File: src/rtl/cfg_stream_parser.sv
module cfg_stream_parser #(
  parameter int ADDR_W = 5,
  parameter int BANK_W = 2,
  parameter logic [7:0] SYNC_BYTE = 8'hD5,
  parameter logic [7:0] END_BYTE = 8'h2A
) (
  input  logic              clk,
  input  logic              rst_n,
  input  logic              byte_vld,
  input  logic [7:0]        byte_in,
  input  logic [7:0]        dev_id,
  output logic              wr_en,
  output logic [BANK_W-1:0] wr_bank,
  output logic [ADDR_W-1:0] wr_addr,
  output logic [7:0]        wr_data,
  output logic              frame_err,
  output logic              done
);
  localparam int FOLLOW_BIT = 6;
  localparam int CHECK_BIT  = 7;

  typedef enum logic [2:0] {
    S_HUNT, S_ID, S_CTRL, S_HDR, S_BANK, S_CNT, S_DATA, S_END
  } st_t;

  st_t               st;
  logic [ADDR_W-1:0] ptr;
  logic [BANK_W-1:0] bank_q;
  logic [7:0]        left;
  logic              more, chk, own;

  wire end_bad = chk && (byte_in != END_BYTE);

  always_ff @(posedge clk or negedge rst_n) begin
    if (!rst_n) begin
      st        <= S_HUNT;
      ptr       <= '0;
      bank_q    <= '0;
      left      <= '0;
      more      <= 1'b0;
      chk       <= 1'b0;
      own       <= 1'b0;
      wr_en     <= 1'b0;
      wr_bank   <= '0;
      wr_addr   <= '0;
      wr_data   <= '0;
      frame_err <= 1'b0;
      done      <= 1'b0;
    end else begin
      wr_en <= 1'b0;
      done  <= 1'b0;
      if (byte_vld) begin
        case (st)
          S_HUNT: if (byte_in == SYNC_BYTE) st <= S_ID;
          S_ID: begin
            own <= (byte_in == dev_id);
            st  <= S_CTRL;
          end
          S_CTRL: st <= S_HDR;
          S_HDR: begin
            ptr  <= byte_in[ADDR_W-1:0];
            more <= byte_in[FOLLOW_BIT];
            chk  <= byte_in[CHECK_BIT];
            st   <= S_BANK;
          end
          S_BANK: begin
            bank_q <= byte_in[BANK_W-1:0];
            st     <= S_CNT;
          end
          S_CNT: begin
            left <= byte_in;
            st   <= (byte_in == 8'd0) ? S_END : S_DATA;
          end
          S_DATA: begin
            wr_en   <= own;
            wr_addr <= ptr;
            wr_bank <= bank_q;
            wr_data <= byte_in;
            ptr     <= ptr + 1'b1;
            left    <= left - 8'd1;
            if (left == 8'd1) st <= S_END;
          end
          S_END: begin
            if (end_bad) begin
              frame_err <= 1'b1;
              st        <= S_HUNT;
            end else if (more) begin
              st <= S_HDR;
            end else begin
              done <= own;
              st   <= S_HUNT;
            end
          end
          default: st <= S_HUNT;
        endcase
      end
    end
  end
endmodule


File: config.mk
export PLATFORM = sky130hd
export DESIGN_NAME = cfg_stream_parser
export DESIGN_NICKNAME = d
export VERILOG_FILES = /design/src/rtl/cfg_stream_parser.sv
export SDC_FILE = /design/constraint.sdc
export NUM_CORES = 1
export LEC_CHECK = 0
export ABC_AREA = 1
export ABC_CLOCK_PERIOD_IN_PS = 1800
export BUFFER_PORTS_ARGS = -buffer_cell sky130_fd_sc_hd__clkbuf_2
export CAP_MARGIN = 40
export CELL_PAD_IN_SITES_DETAIL_PLACEMENT = 2
export CELL_PAD_IN_SITES_GLOBAL_PLACEMENT = 2
export CORE_ASPECT_RATIO = 1.75
export CORE_MARGIN = 5
export CORE_UTILIZATION = 31
export CTS_CLUSTER_SIZE = 25
export DETAILED_ROUTE_END_ITERATION = 12
export PLACE_DENSITY = 0.79
export SLEW_MARGIN = 20
export SYNTH_ARGS = -nofsm -noshare
export SYNTH_HDL_FRONTEND = slang
export SYNTH_SLANG_ARGS = --single-unit
File: constraint.sdc
create_clock -name clk -period 1.8 [get_ports clk]
set_clock_uncertainty 0.1 [all_clocks]
set_input_delay 0.45 -clock clk [delete_from_list [all_inputs] [get_ports clk]]
set_output_delay 0.45 -clock clk [all_outputs]
set_load 0.02 [all_outputs]
## After elaboration in Yosys (flattened, before gate mapping)

Index checks and enable logic that the tools add are counted.

- Bits of input ports: 19
- Output and inout bits: 18
- Flip-flop bits (word level): 39

- Reductions and logical operators: 13
- Equality and inequality tests: 13
- Add/sub/neg operators: 2
- Muxes and demuxes: 14

Operators by type and width:

| cell | number |
|---|---|
| $pmux 3 s8 | 1 |
| $pmux 8 s2 | 1 |
| $eq 3x3->1 const B | 4 |
| $reduce_and 2->1 | 6 |
| $pmux 5 s2 | 1 |
| $eq 8x1->1 const B | 1 |
| $eq 8x8->1 | 1 |
| $eq 8x8->1 const B | 1 |
| $logic_not 8->1 | 1 |
| $ne 8x6->1 const B | 1 |
| $sub 8x1->8 const B | 1 |
| $mux 1 | 7 |
| $eq 3x2->1 const B | 2 |
| $mux 3 | 2 |
| $reduce_and 3->1 | 2 |
| $add 5x1->5 const B | 1 |
| $mux 2 | 2 |
| $ne 2x2->1 const B | 2 |
| $reduce_bool 2->1 | 2 |
| $eq 3x1->1 const B | 1 |
| $logic_not 3->1 | 1 |
| $logic_and 1x1->1 | 1 |

## Longest topological paths before layout

Gate-level depths: netlist of the first run.

- Depth in word-level cells: 5
- Depth in mapped cells: 10

## Worst setup path after synthesis of the first run

Ideal clock, no wire load.

- Path type: reg-to-reg
- From: register st[0]
- To: register left[1]
- Cell stages (with the launch flop): 10
- Setup time: 0.127 ns
- Period minus slack after synthesis: 1.374 ns
- Buffers on the path: 1
- Slack: 0.426 ns
- Data required time: 1.573 ns
- Arrival: 1.146 ns
- Path through: dfrtp_1 > inv_2 > nand2_2 > nor2_8 > inv_2 > buf_2 > nand2_1 > o21ai_0 > nand2_1 > o21ai_0

- Word-level cells in the longest chain between the ends: 3
- Elaborated cells on any way between the ends: 5
- Those cells by class: 2 x eq/ne; 1 x mux; 2 x reduce/logical

Ends and longest elaborated chain:

| element | RTL line | RTL |
|---|---|---|
| start: declaration | 26 | `st_t st;` |
| start signal: assignment | 72 | `st <= (byte_in == 8'd0) ? S_END : S_DATA;` |
| $eq 3x3->1 | 53 | `case (st)` |
| $reduce_bool 2->1 (no line) | n/a |  |
| $reduce_and 2->1 (no line) | n/a |  |
| end signal: assignment | 71 | `left <= byte_in;` |
| end signal: assignment | 80 | `left <= left - 8'd1;` |
| end: declaration | 29 | `logic [7:0] left;` |

Parallel ways exist; a longest one is shown, timed or not.
A chain may end at the register's enable or synchronous reset.

## Worst setup path in the final report of the first run

- From: register st[1]
- To: register left[1]

The elaborated chain is that of the path after synthesis.

==> metrics, run 1 <==
part of the cycle the worst path needs 0.9027; TritonCTS Buffers 5; Post-Layout Inst Area 2564 µm²; TNS Setup 0 ns; crit path time final 1.625 ns; post-DP HPWL 5717 µm; CP endpoint kind flop; die height 119.1 µm; pre-CTS setup slack 0.09387 ns; CP arrival 1.69 ns; global routing usage on met1 0.1831; post-synthesis average cell area 7.266 µm²; port bufs 36; Hold Crit Class input port to asynchronous set/reset pin; DP Cell Count 411; Final #Nets 358; Detail Route Antenna Nets 0; DR iter-0 viols 68; largest net degree at the start of global routing 40; Seq/Total Area, Yosys 0.4632; critical path fanouts, max 10; Slew Limit Fails 0; CTS hold repair buffers 0; area of the core 6588 µm²; first-pass GRT wire length 11850 µm; Startpoint Class flop; vias post-DR 2050; unrepaired setup endpoints after global routing false; total die area 8610 µm²; share of layout cells above drive strength 1 0.1810; max frequency 615.5 MHz; GPL Wtd Cong 0.8340; #FFs+latches synth 39; clk sinks 39; leak pwr 1.344 nW; # DRC 0; Synth top area share 0.4632; clock root buffer clkbuf_16; area of the multi-input gates 979.7 µm²; Post-CTS Setup Bufs 0; post-CTS sizing 0; r2r endpoint left[1]; GRT Overall Usage 0.1807; maximum buffer depth of the clock tree 2; htree depth 2; CTS tree built; FF-to-FF Start st[1]; drt wl/cell 17.16 µm; row count 39; n_diodes 0; Top-Level Pins 37; post-synth top area cell dfrtp_1; Least-Margin Pin Slew 0.5354 ns; status completed; clk slew on worst S/H paths 0.06 ns; busiest layer in global routing met2; Initial Util 0.3198; Syn. warnings 0; Setup Viol. Count Final 0; PD cells 1597 nW/µm²; commonest non-fill, non-tap cell in the layout nand2_1; initial antenna violation count 0; Crit path required time 1.86 ns; drt total wl 7190 µm; Clock Latency Late Sink 0.29 ns; drt pass-1 iters 4; die width 72.32 µm; Cell Area, Placed 2424 µm²; met2 Usage GRT 0.3539; Final Util 0.3892; Sequential Area 975.9 µm²; R2R Setup Slk 0.18 ns; post-synthesis cell count 290; synthesized net count 312; Reg2Reg Depth 7; slew margin rel. 0.6431; post-synthesis cell area 2107 µm²; post-DR vias/cell 4.893; setup ws final 0.1752 ns; GR Util met3 0.02698; # Max-Cap Violations 0; synthesis-to-finish area growth 21.67%; Netlist cell types 23; FILL cells 832; GRT overflow 0; WS Path Type flop to flop; Final Hold Viols 0; Synth area leaders dfrtp_1 46%, nand2_1 17%, o21ai_0 8.6%; commonest non-fill, non-tap cells in the layout 98 x nand2_1, 39 x dfrtp_1, 36 x o21ai_0, 36 x clkbuf_2, 32 x nor2_1; Layout Cells excl Fill 419; IR drop worst, VDD 0.5887 mV; vias in the first global route 2391
==> cells in the mapped netlist <==
cell type and instances:
a31oi_1 4, buf_2 3, nand3b_1 1, o22ai_1 1, o21ai_0 36, nor2_8 1
nand2_4 1, xnor2_1 2, a21oi_1 5, inv_1 28, nand4_1 1, ha_1 3
a31o_2 1, nor3_1 2, nand3_1 20, buf_6 1, nand2_2 2, nor2_1 33
clkbuf_1 2, xor2_1 2, nand2_1 98, dfrtp_1 39, inv_2 4
==> area by class of cell <==
cell class	count	share of cell area
Clock buffer	7	0.05173
Clock inverter	1	0.001952
Inverter	32	0.04685
Multi-Input combinational cell	213	0.3821
Sequential cell	39	0.3807
Tap cell	82	0.04002
Timing Repair Buffer	45	0.09663
==> per-layer routing <==
metal / wire [µm] / vias to the layer above / share of wire
met5: 0 / - / 0
met4: 137 / 0 / 0.019
met3: 129 / 8 / 0.018
met2: 4240 / 23 / 0.59
met1: 2683 / 1007 / 0.37
li1: - / 1012 / -
==> registers in the layout (all words and copies together) (netlist names) <==
| register | flops |
|---|---|
| left | 8 |
| wr_data | 8 |
| ptr | 5 |
| wr_addr | 5 |
| st | 3 |
| bank_q | 2 |
| wr_bank | 2 |
| chk | 1 |
| done | 1 |
| frame_err | 1 |
| more | 1 |
| own | 1 |
| wr_en | 1 |
==> worst max-delay path: stages, from the launching register on <==
cell and delay [ns]:
dfrtp_1 0.49, inv_1 0.12, nand2_1 0.15, nand2_1 0.10
nand2_1 0.21, inv_2 0.15, nand2_1 0.09, o21ai_0 0.09
==> kinds of logic after synthesis <==
logic type               Yosys count  synth area share
buffers and inverters             38           0.07304
AO/OA/AOI/OAI                     47            0.1164
flip-flops                        39            0.4632
adder cells (fa/ha/maj)            3           0.01782
AND/OR/NAND/NOR                  159            0.3129
XOR/XNOR                           4           0.01663
==> per-stage QoR <==
stage / hold slack [ns] / power, mW
CTS: 0.1511 / 4.162
detailed placement: 0.3772 / 3.268
global route: 0.1881 / 4.430
floorplan: 0.05441 / 2.620
global placement: 0.3565 / 3.171
finish: 0.1327 / 4.093
==> worst max path at each step <==
stage,startpoint,cells after the start,slack (ns),endpoint
finish,st[1],7,0.18,left[1]
global route,left[1],10,0.02,st[2]
CTS,left[3],9,0.15,st[0]
detailed placement,byte_vld,7,0.09,left[3]
global placement,byte_vld,5,0.10,ptr[2]
floorplan,st[0],9,0.43,left[1]
==> where the power goes <==
group / total, mW / internal, mW / switching (mW)
Combinational: 1.66 / 0.548 / 1.11
Sequential: 1.56 / 1.26 / 0.301
Clock: 0.871 / 0.513 / 0.359
Total: 4.09 / 2.32 / 1.77
No activity file was read; power rests on OpenSTA's default activity.
==> run 2: changes to the inputs <==
--- a/config.mk
+++ b/config.mk
@@ -9,14 +9,13 @@
 export ABC_CLOCK_PERIOD_IN_PS = 1800
 export BUFFER_PORTS_ARGS = -buffer_cell sky130_fd_sc_hd__clkbuf_2
 export CAP_MARGIN = 40
-export CELL_PAD_IN_SITES_DETAIL_PLACEMENT = 2
-export CELL_PAD_IN_SITES_GLOBAL_PLACEMENT = 2
 export CORE_ASPECT_RATIO = 1.75
 export CORE_MARGIN = 5
-export CORE_UTILIZATION = 31
+export CORE_UTILIZATION = 39
 export CTS_CLUSTER_SIZE = 25
 export DETAILED_ROUTE_END_ITERATION = 12
-export PLACE_DENSITY = 0.79
+export PLACE_DENSITY = 0.59
+export SKIP_CTS_REPAIR_TIMING = 1
 export SLEW_MARGIN = 20
 export SYNTH_ARGS = -nofsm -noshare
 export SYNTH_HDL_FRONTEND = slang
==> metrics, run 2 (synthesis results as in run 1) <==
status finished, violations left; failing checks negative hold slack; final hold slack -0.003398 ns; largest registers left x8, wr_data x8; critical path fanouts, max 9; crit path time final 1.596 ns; leak pwr 1.338 nW; Setup Viol. Count Final 0; post-DR vias/cell 5.010; FILL cells 558; Crit path required time 1.92 ns; R2R Setup Slk 0.20 ns; GRT Overall Usage 0.1665; DR iter-0 viols 67; Detail Route Antenna Nets 0; Slew Limit Fails 0; CP endpoint kind flop; vias in the first global route 1893; clock root buffer clkbuf_8; GRT overflow 0; busiest layer in global routing met2; total die area 7030 µm²; commonest non-fill, non-tap cells in the layout 98 x nand2_1, 39 x dfrtp_1, 36 x o21ai_0, 36 x clkbuf_2, 33 x nor2_1; part of the cycle the worst path needs 0.8867; IR drop worst, VDD 0.7207 mV; global routing usage on met1 0.1870; drt total wl 5400 µm; setup ws final 0.2040 ns; clk slew on worst S/H paths 0.08 ns; slew margin rel. 0.6788; Least-Margin Pin Slew 0.4818 ns; # Max-Cap Violations 0; initial antenna violation count 0; synthesis-to-finish area growth 20.01%; Final Hold Viols 1; GPL Wtd Cong 0.9559; maximum buffer depth of the clock tree 2; die height 107.2 µm; met2 Usage GRT 0.3024; Clock Latency Late Sink 0.29 ns; commonest non-fill, non-tap cell in the layout nand2_1; Reg2Reg Depth 5; GR Util met3 0.02725; r2r endpoint ptr[2]; # DRC 0; CP arrival 1.71 ns; first-pass GRT wire length 8976 µm; unrepaired setup endpoints after global routing false; Final #Nets 355; FF-to-FF Start st[2]; drt pass-1 iters 4; post-DP HPWL 4354 µm; clk sinks 39; PD cells 1570 nW/µm²; WS Path Type flop to flop; row count 35; Hold Crit Class input port to asynchronous set/reset pin; Startpoint Class flop; pre-CTS setup slack 0.1716 ns; port bufs 36; die width 65.56 µm; Initial Util 0.4010; share of layout cells above drive strength 1 0.1766; drt wl/cell 13.88 µm; TritonCTS Buffers 5; vias post-DR 1949; htree depth 2; n_diodes 0; TNS Setup 0 ns; area of the core 5255 µm²; largest net degree at the start of global routing 24; CTS tree built; Top-Level Pins 37; max frequency 626.6 MHz
## run 2: changes by cell type in the layout (fill, tap and decap cells not counted)
| cell | before | now |
|---|---|---|
| clkinv_2 | 1 | 0 |
| clkbuf_1 | 2 | 0 |
| nor2_2 | 1 | 0 |
| bufinv_16 | 0 | 2 |
| clkbuf_8 | 0 | 5 |
| buf_12 | 0 | 2 |
| nor2_1 | 32 | 33 |
| clkinvlp_4 | 0 | 1 |
| clkbuf_16 | 5 | 0 |
| buf_4 | 9 | 4 |
## run 2: worst max-delay path by stage
| stage | start | end | cells after the start |
|---|---|---|---|
| final | st[2] | ptr[2] | 5 |
| after global routing | st[0] | wr_data[4] | 7 |
| after global placement | byte_vld | ptr[1] | 5 |
| after floorplan | st[0] | left[1] | 9 |
| after detailed placement | byte_vld | ptr[2] | 5 |
| after CTS | st[0] | wr_addr[0] | 7 |
## run 2: per-layer routing
metal	part of all wire	up-vias
met5	0	-
li1	-	1003
met2	0.54	57
met4	0.031	0
met3	0.046	12
met1	0.39	877
## run 2: area by class of cell
cell class	count	area, µm²	area share
well taps	55	68.82	0.02721
multi-input cells	213	977.2	0.3864
clock buffers	5	68.82	0.02721
flip-flops and latches	39	975.9	0.3859
inverters	32	120.1	0.04750
repair buffers	42	250.2	0.09896
clock inverters	3	67.56	0.02672
## run 2: critical path, stage by stage (launching register included)
cell     delay, ns
dfrtp_1       0.46
inv_2         0.16
nand4_1       0.35
nand2_4       0.26
nor2_1        0.05
a31oi_1       0.14
## run 2: report_power, final
part           internal (mW)  total, mW  switching, mW
sequential              1.26       1.55          0.288
combinational          0.539       1.56           1.02
clock                  0.553      0.866          0.313
## run 2: through the flow
step / total power [mW] / hold slack, ns / util / std cells / instance area, µm²
2_1_floorplan: 2.620 / 0.05441 / - / 290 / 2107
3_3_place_gp: 3.120 / 0.3240 / 0.4552 / 381 / 2392
3_5_place_dp: 3.140 / 0.3156 / 0.4552 / 381 / 2392
4_1_cts: 4.018 / -0.002110 / 0.4812 / 389 / 2529
5_1_grt: 4.289 / 0.01277 / 0.4812 / 389 / 2529
6_report: 3.970 / -0.003398 / 0.4812 / 389 / 2529
==> run 3: changes to the inputs <==
--- a/config.mk
+++ b/config.mk
@@ -5,8 +5,7 @@
 export SDC_FILE = /design/constraint.sdc
 export NUM_CORES = 1
 export LEC_CHECK = 0
-export ABC_AREA = 1
-export ABC_CLOCK_PERIOD_IN_PS = 1800
+export ABC_CLOCK_PERIOD_IN_PS = 1900
 export BUFFER_PORTS_ARGS = -buffer_cell sky130_fd_sc_hd__clkbuf_2
 export CAP_MARGIN = 40
 export CORE_ASPECT_RATIO = 1.75
==> constraint.sdc (replaced) <==
create_clock -name clk -period 1.9 [get_ports clk]
set_clock_uncertainty 0.1 [all_clocks]
set_input_delay 0.475 -clock clk [delete_from_list [all_inputs] [get_ports clk]]
set_output_delay 0.475 -clock clk [all_outputs]
set_load 0.02 [all_outputs]
==> metrics, run 3 <==
status completed; Syn. warnings 0; Net Sw Frac 0.4068; number of enable flip-flop cells after synthesis 0; leak pwr 1.103 nW; WS Path Type flop to flop; clock root buffer clkbuf_8; #FFs+latches synth 39; drt pass-1 iters 5; Main synth FF type dfrtp_1; CP arrival 1.78 ns; share of layout cells above drive strength 1 0.3109; critical path fanouts, max 12; Hold Crit Class input port to asynchronous set/reset pin; setup ws final 0.1975 ns; post-synthesis cell area 2006 µm²; total die area 6733 µm²; Synth area leaders dfrtp_1 49%, mux2_2 6.2%, mux2_1 4.5%; synthesized net count 213; part of the cycle the worst path needs 0.8961; htree depth 2; TNS Setup 0 ns; # Max-Cap Violations 0; largest registers left x8, wr_data x8; pre-CTS setup slack -0.01494 ns; TritonCTS Buffers 5; drt total wl 4647 µm; maximum buffer depth of the clock tree 2; Top-Level Pins 37; largest net degree at the start of global routing 23; post-synthesis cell count 191; Sequential Power Share 0.412; clk slew on worst S/H paths 0.08 ns; die height 104.9 µm; unrepaired setup endpoints after global routing false; drt wl/cell 15.91 µm; Startpoint Class flop; GRT overflow 0; die width 64.21 µm; vias post-DR 1603; PD cells 1572 nW/µm²; Post-Layout Inst Area 2409 µm²; commonest non-fill, non-tap cell in the layout dfrtp_1; Least-Margin Pin Slew 0.4839 ns; Int Power 2.246 mW; IR drop worst, VDD 0.9443 mV; CP endpoint kind flop; first-pass GRT wire length 7955 µm; Final #Nets 259; final hold slack 0.02735 ns; GRT Overall Usage 0.1489; initial antenna violation count 0; Logic pwr share 0.443; Detail Route Antenna Nets 0; max frequency 587.4 MHz; Cell Area, Placed 2323 µm²; GPL Wtd Cong 0.7900; Slew Limit Fails 0; post-synth top area cell dfrtp_1; slew margin rel. 0.6774; Crit path required time 1.98 ns; n_diodes 0; vias in the first global route 1586; Synth top area share 0.4866; commonest non-fill, non-tap cells in the layout 39 x dfrtp_1, 36 x clkbuf_2, 14 x nor2_1, 14 x buf_4, 12 x o21ai_0; CTS tree built; P_sw 1.540 mW; post-synthesis average cell area 10.50 µm²; area of the core 4977 µm²; part of the power in the clock network 0.145; Synth top cells by count 39 x dfrtp_1, 14 x nor2_1, 12 x o21ai_0; DR iter-0 viols 50; synthesis-to-finish area growth 20.09%; most numerous cell in the Yosys netlist dfrtp_1; post-DP HPWL 3612 µm; Synth async-reset ratio 1.000; # DRC 0; post-DR vias/cell 5.490; Final Hold Viols 0; Netlist cell types 40; Setup Viol. Count Final 0; crit path time final 1.703 ns; row count 34; Initial Util 0.4030; Seq/Total Area, Yosys 0.4866; clk sinks 39; Clock Latency Late Sink 0.29 ns; Final Util 0.4839; port bufs 36
run 3: cell types whose count changed after synthesis, sizes merged, moves of 4 or more:
| cell | previous run | this run |
|---|---|---|
| a21oi | 5 | 11 |
| nand3 | 20 | 7 |
| inv | 32 | 4 |
| clkbuf | 2 | 6 |
| o21ai | 36 | 12 |
| nand4 | 1 | 5 |
| nor2 | 34 | 14 |
| nand2 | 101 | 10 |
| and3 | 0 | 6 |
| a22oi | 0 | 4 |
| xor2 | 2 | 10 |
| mux2 | 0 | 19 |
run 3: final timing paths:
check	startpoint	end	slack, ns	cells after the start
worst max-delay path	st[2]	wr_bank[0]	0.20	4
worst min-delay path	rst_n	wr_addr[2]	0.03	1
worst max register to register	st[2]	wr_bank[0]	0.20	4
worst min register to register	frame_err	frame_err	0.38	1
max in group asynchronous	rst_n	wr_bank[1]	1.19	2
min in group clk	frame_err	frame_err	0.38	1
run 3: per-layer routing:
layer  wire, µm  track usage
met3        107      0.02685
met1       1847       0.1653
met5          0            0
met2       2591       0.2705
met4        100      0.06114
run 3: worst max-delay path, cell delays in order, from the launching register on:
cell and delay [ns]:
dfrtp_1 0.55, and3b_1 0.31, nand2_2 0.08, buf_4 0.20
mux2_1 0.33
run 3: cells by family after synthesis:
| logic type | after synthesis | share of synthesized area |
|---|---|---|
| AOI/OAI and AO/OA | 45 | 0.1504 |
| xor gates and xnor gates | 11 | 0.04803 |
| adders and majority gates | 3 | 0.01872 |
| buffers and inverters | 16 | 0.03493 |
| DFF | 39 | 0.4866 |
| muxes | 19 | 0.1067 |
| and+or+nand+nor | 58 | 0.1547 |
run 3: power groups by stage:
stage | registers [mW] | logic (mW) | clock network [mW]
global placement | 1.56 | 1.67 | 0
global route | 1.63 | 1.87 | 0.602
detailed placement | 1.58 | 1.70 | 0
CTS | 1.56 | 1.70 | 0.566
floorplan | 1.67 | 1.04 | 0
finish | 1.56 | 1.68 | 0.549
run 3: stage by stage:
| stage | power (mW) | std cells |
|---|---|---|
| after floorplan | 2.706 | 191 |
| after global placement | 3.235 | 284 |
| after detailed placement | 3.276 | 284 |
| after CTS | 3.832 | 292 |
| after global routing | 4.102 | 292 |
| final | 3.786 | 292 |
run 3: cell type report:
cell class,count,area (µm²)
timing repair buffer,51,305.3
clock inverter,2,12.51
sequential,39,975.9
clock buffer,6,72.57
tap,54,67.56
inverter,4,15.01
multi-input combinational,136,959.7
fill,488,2569
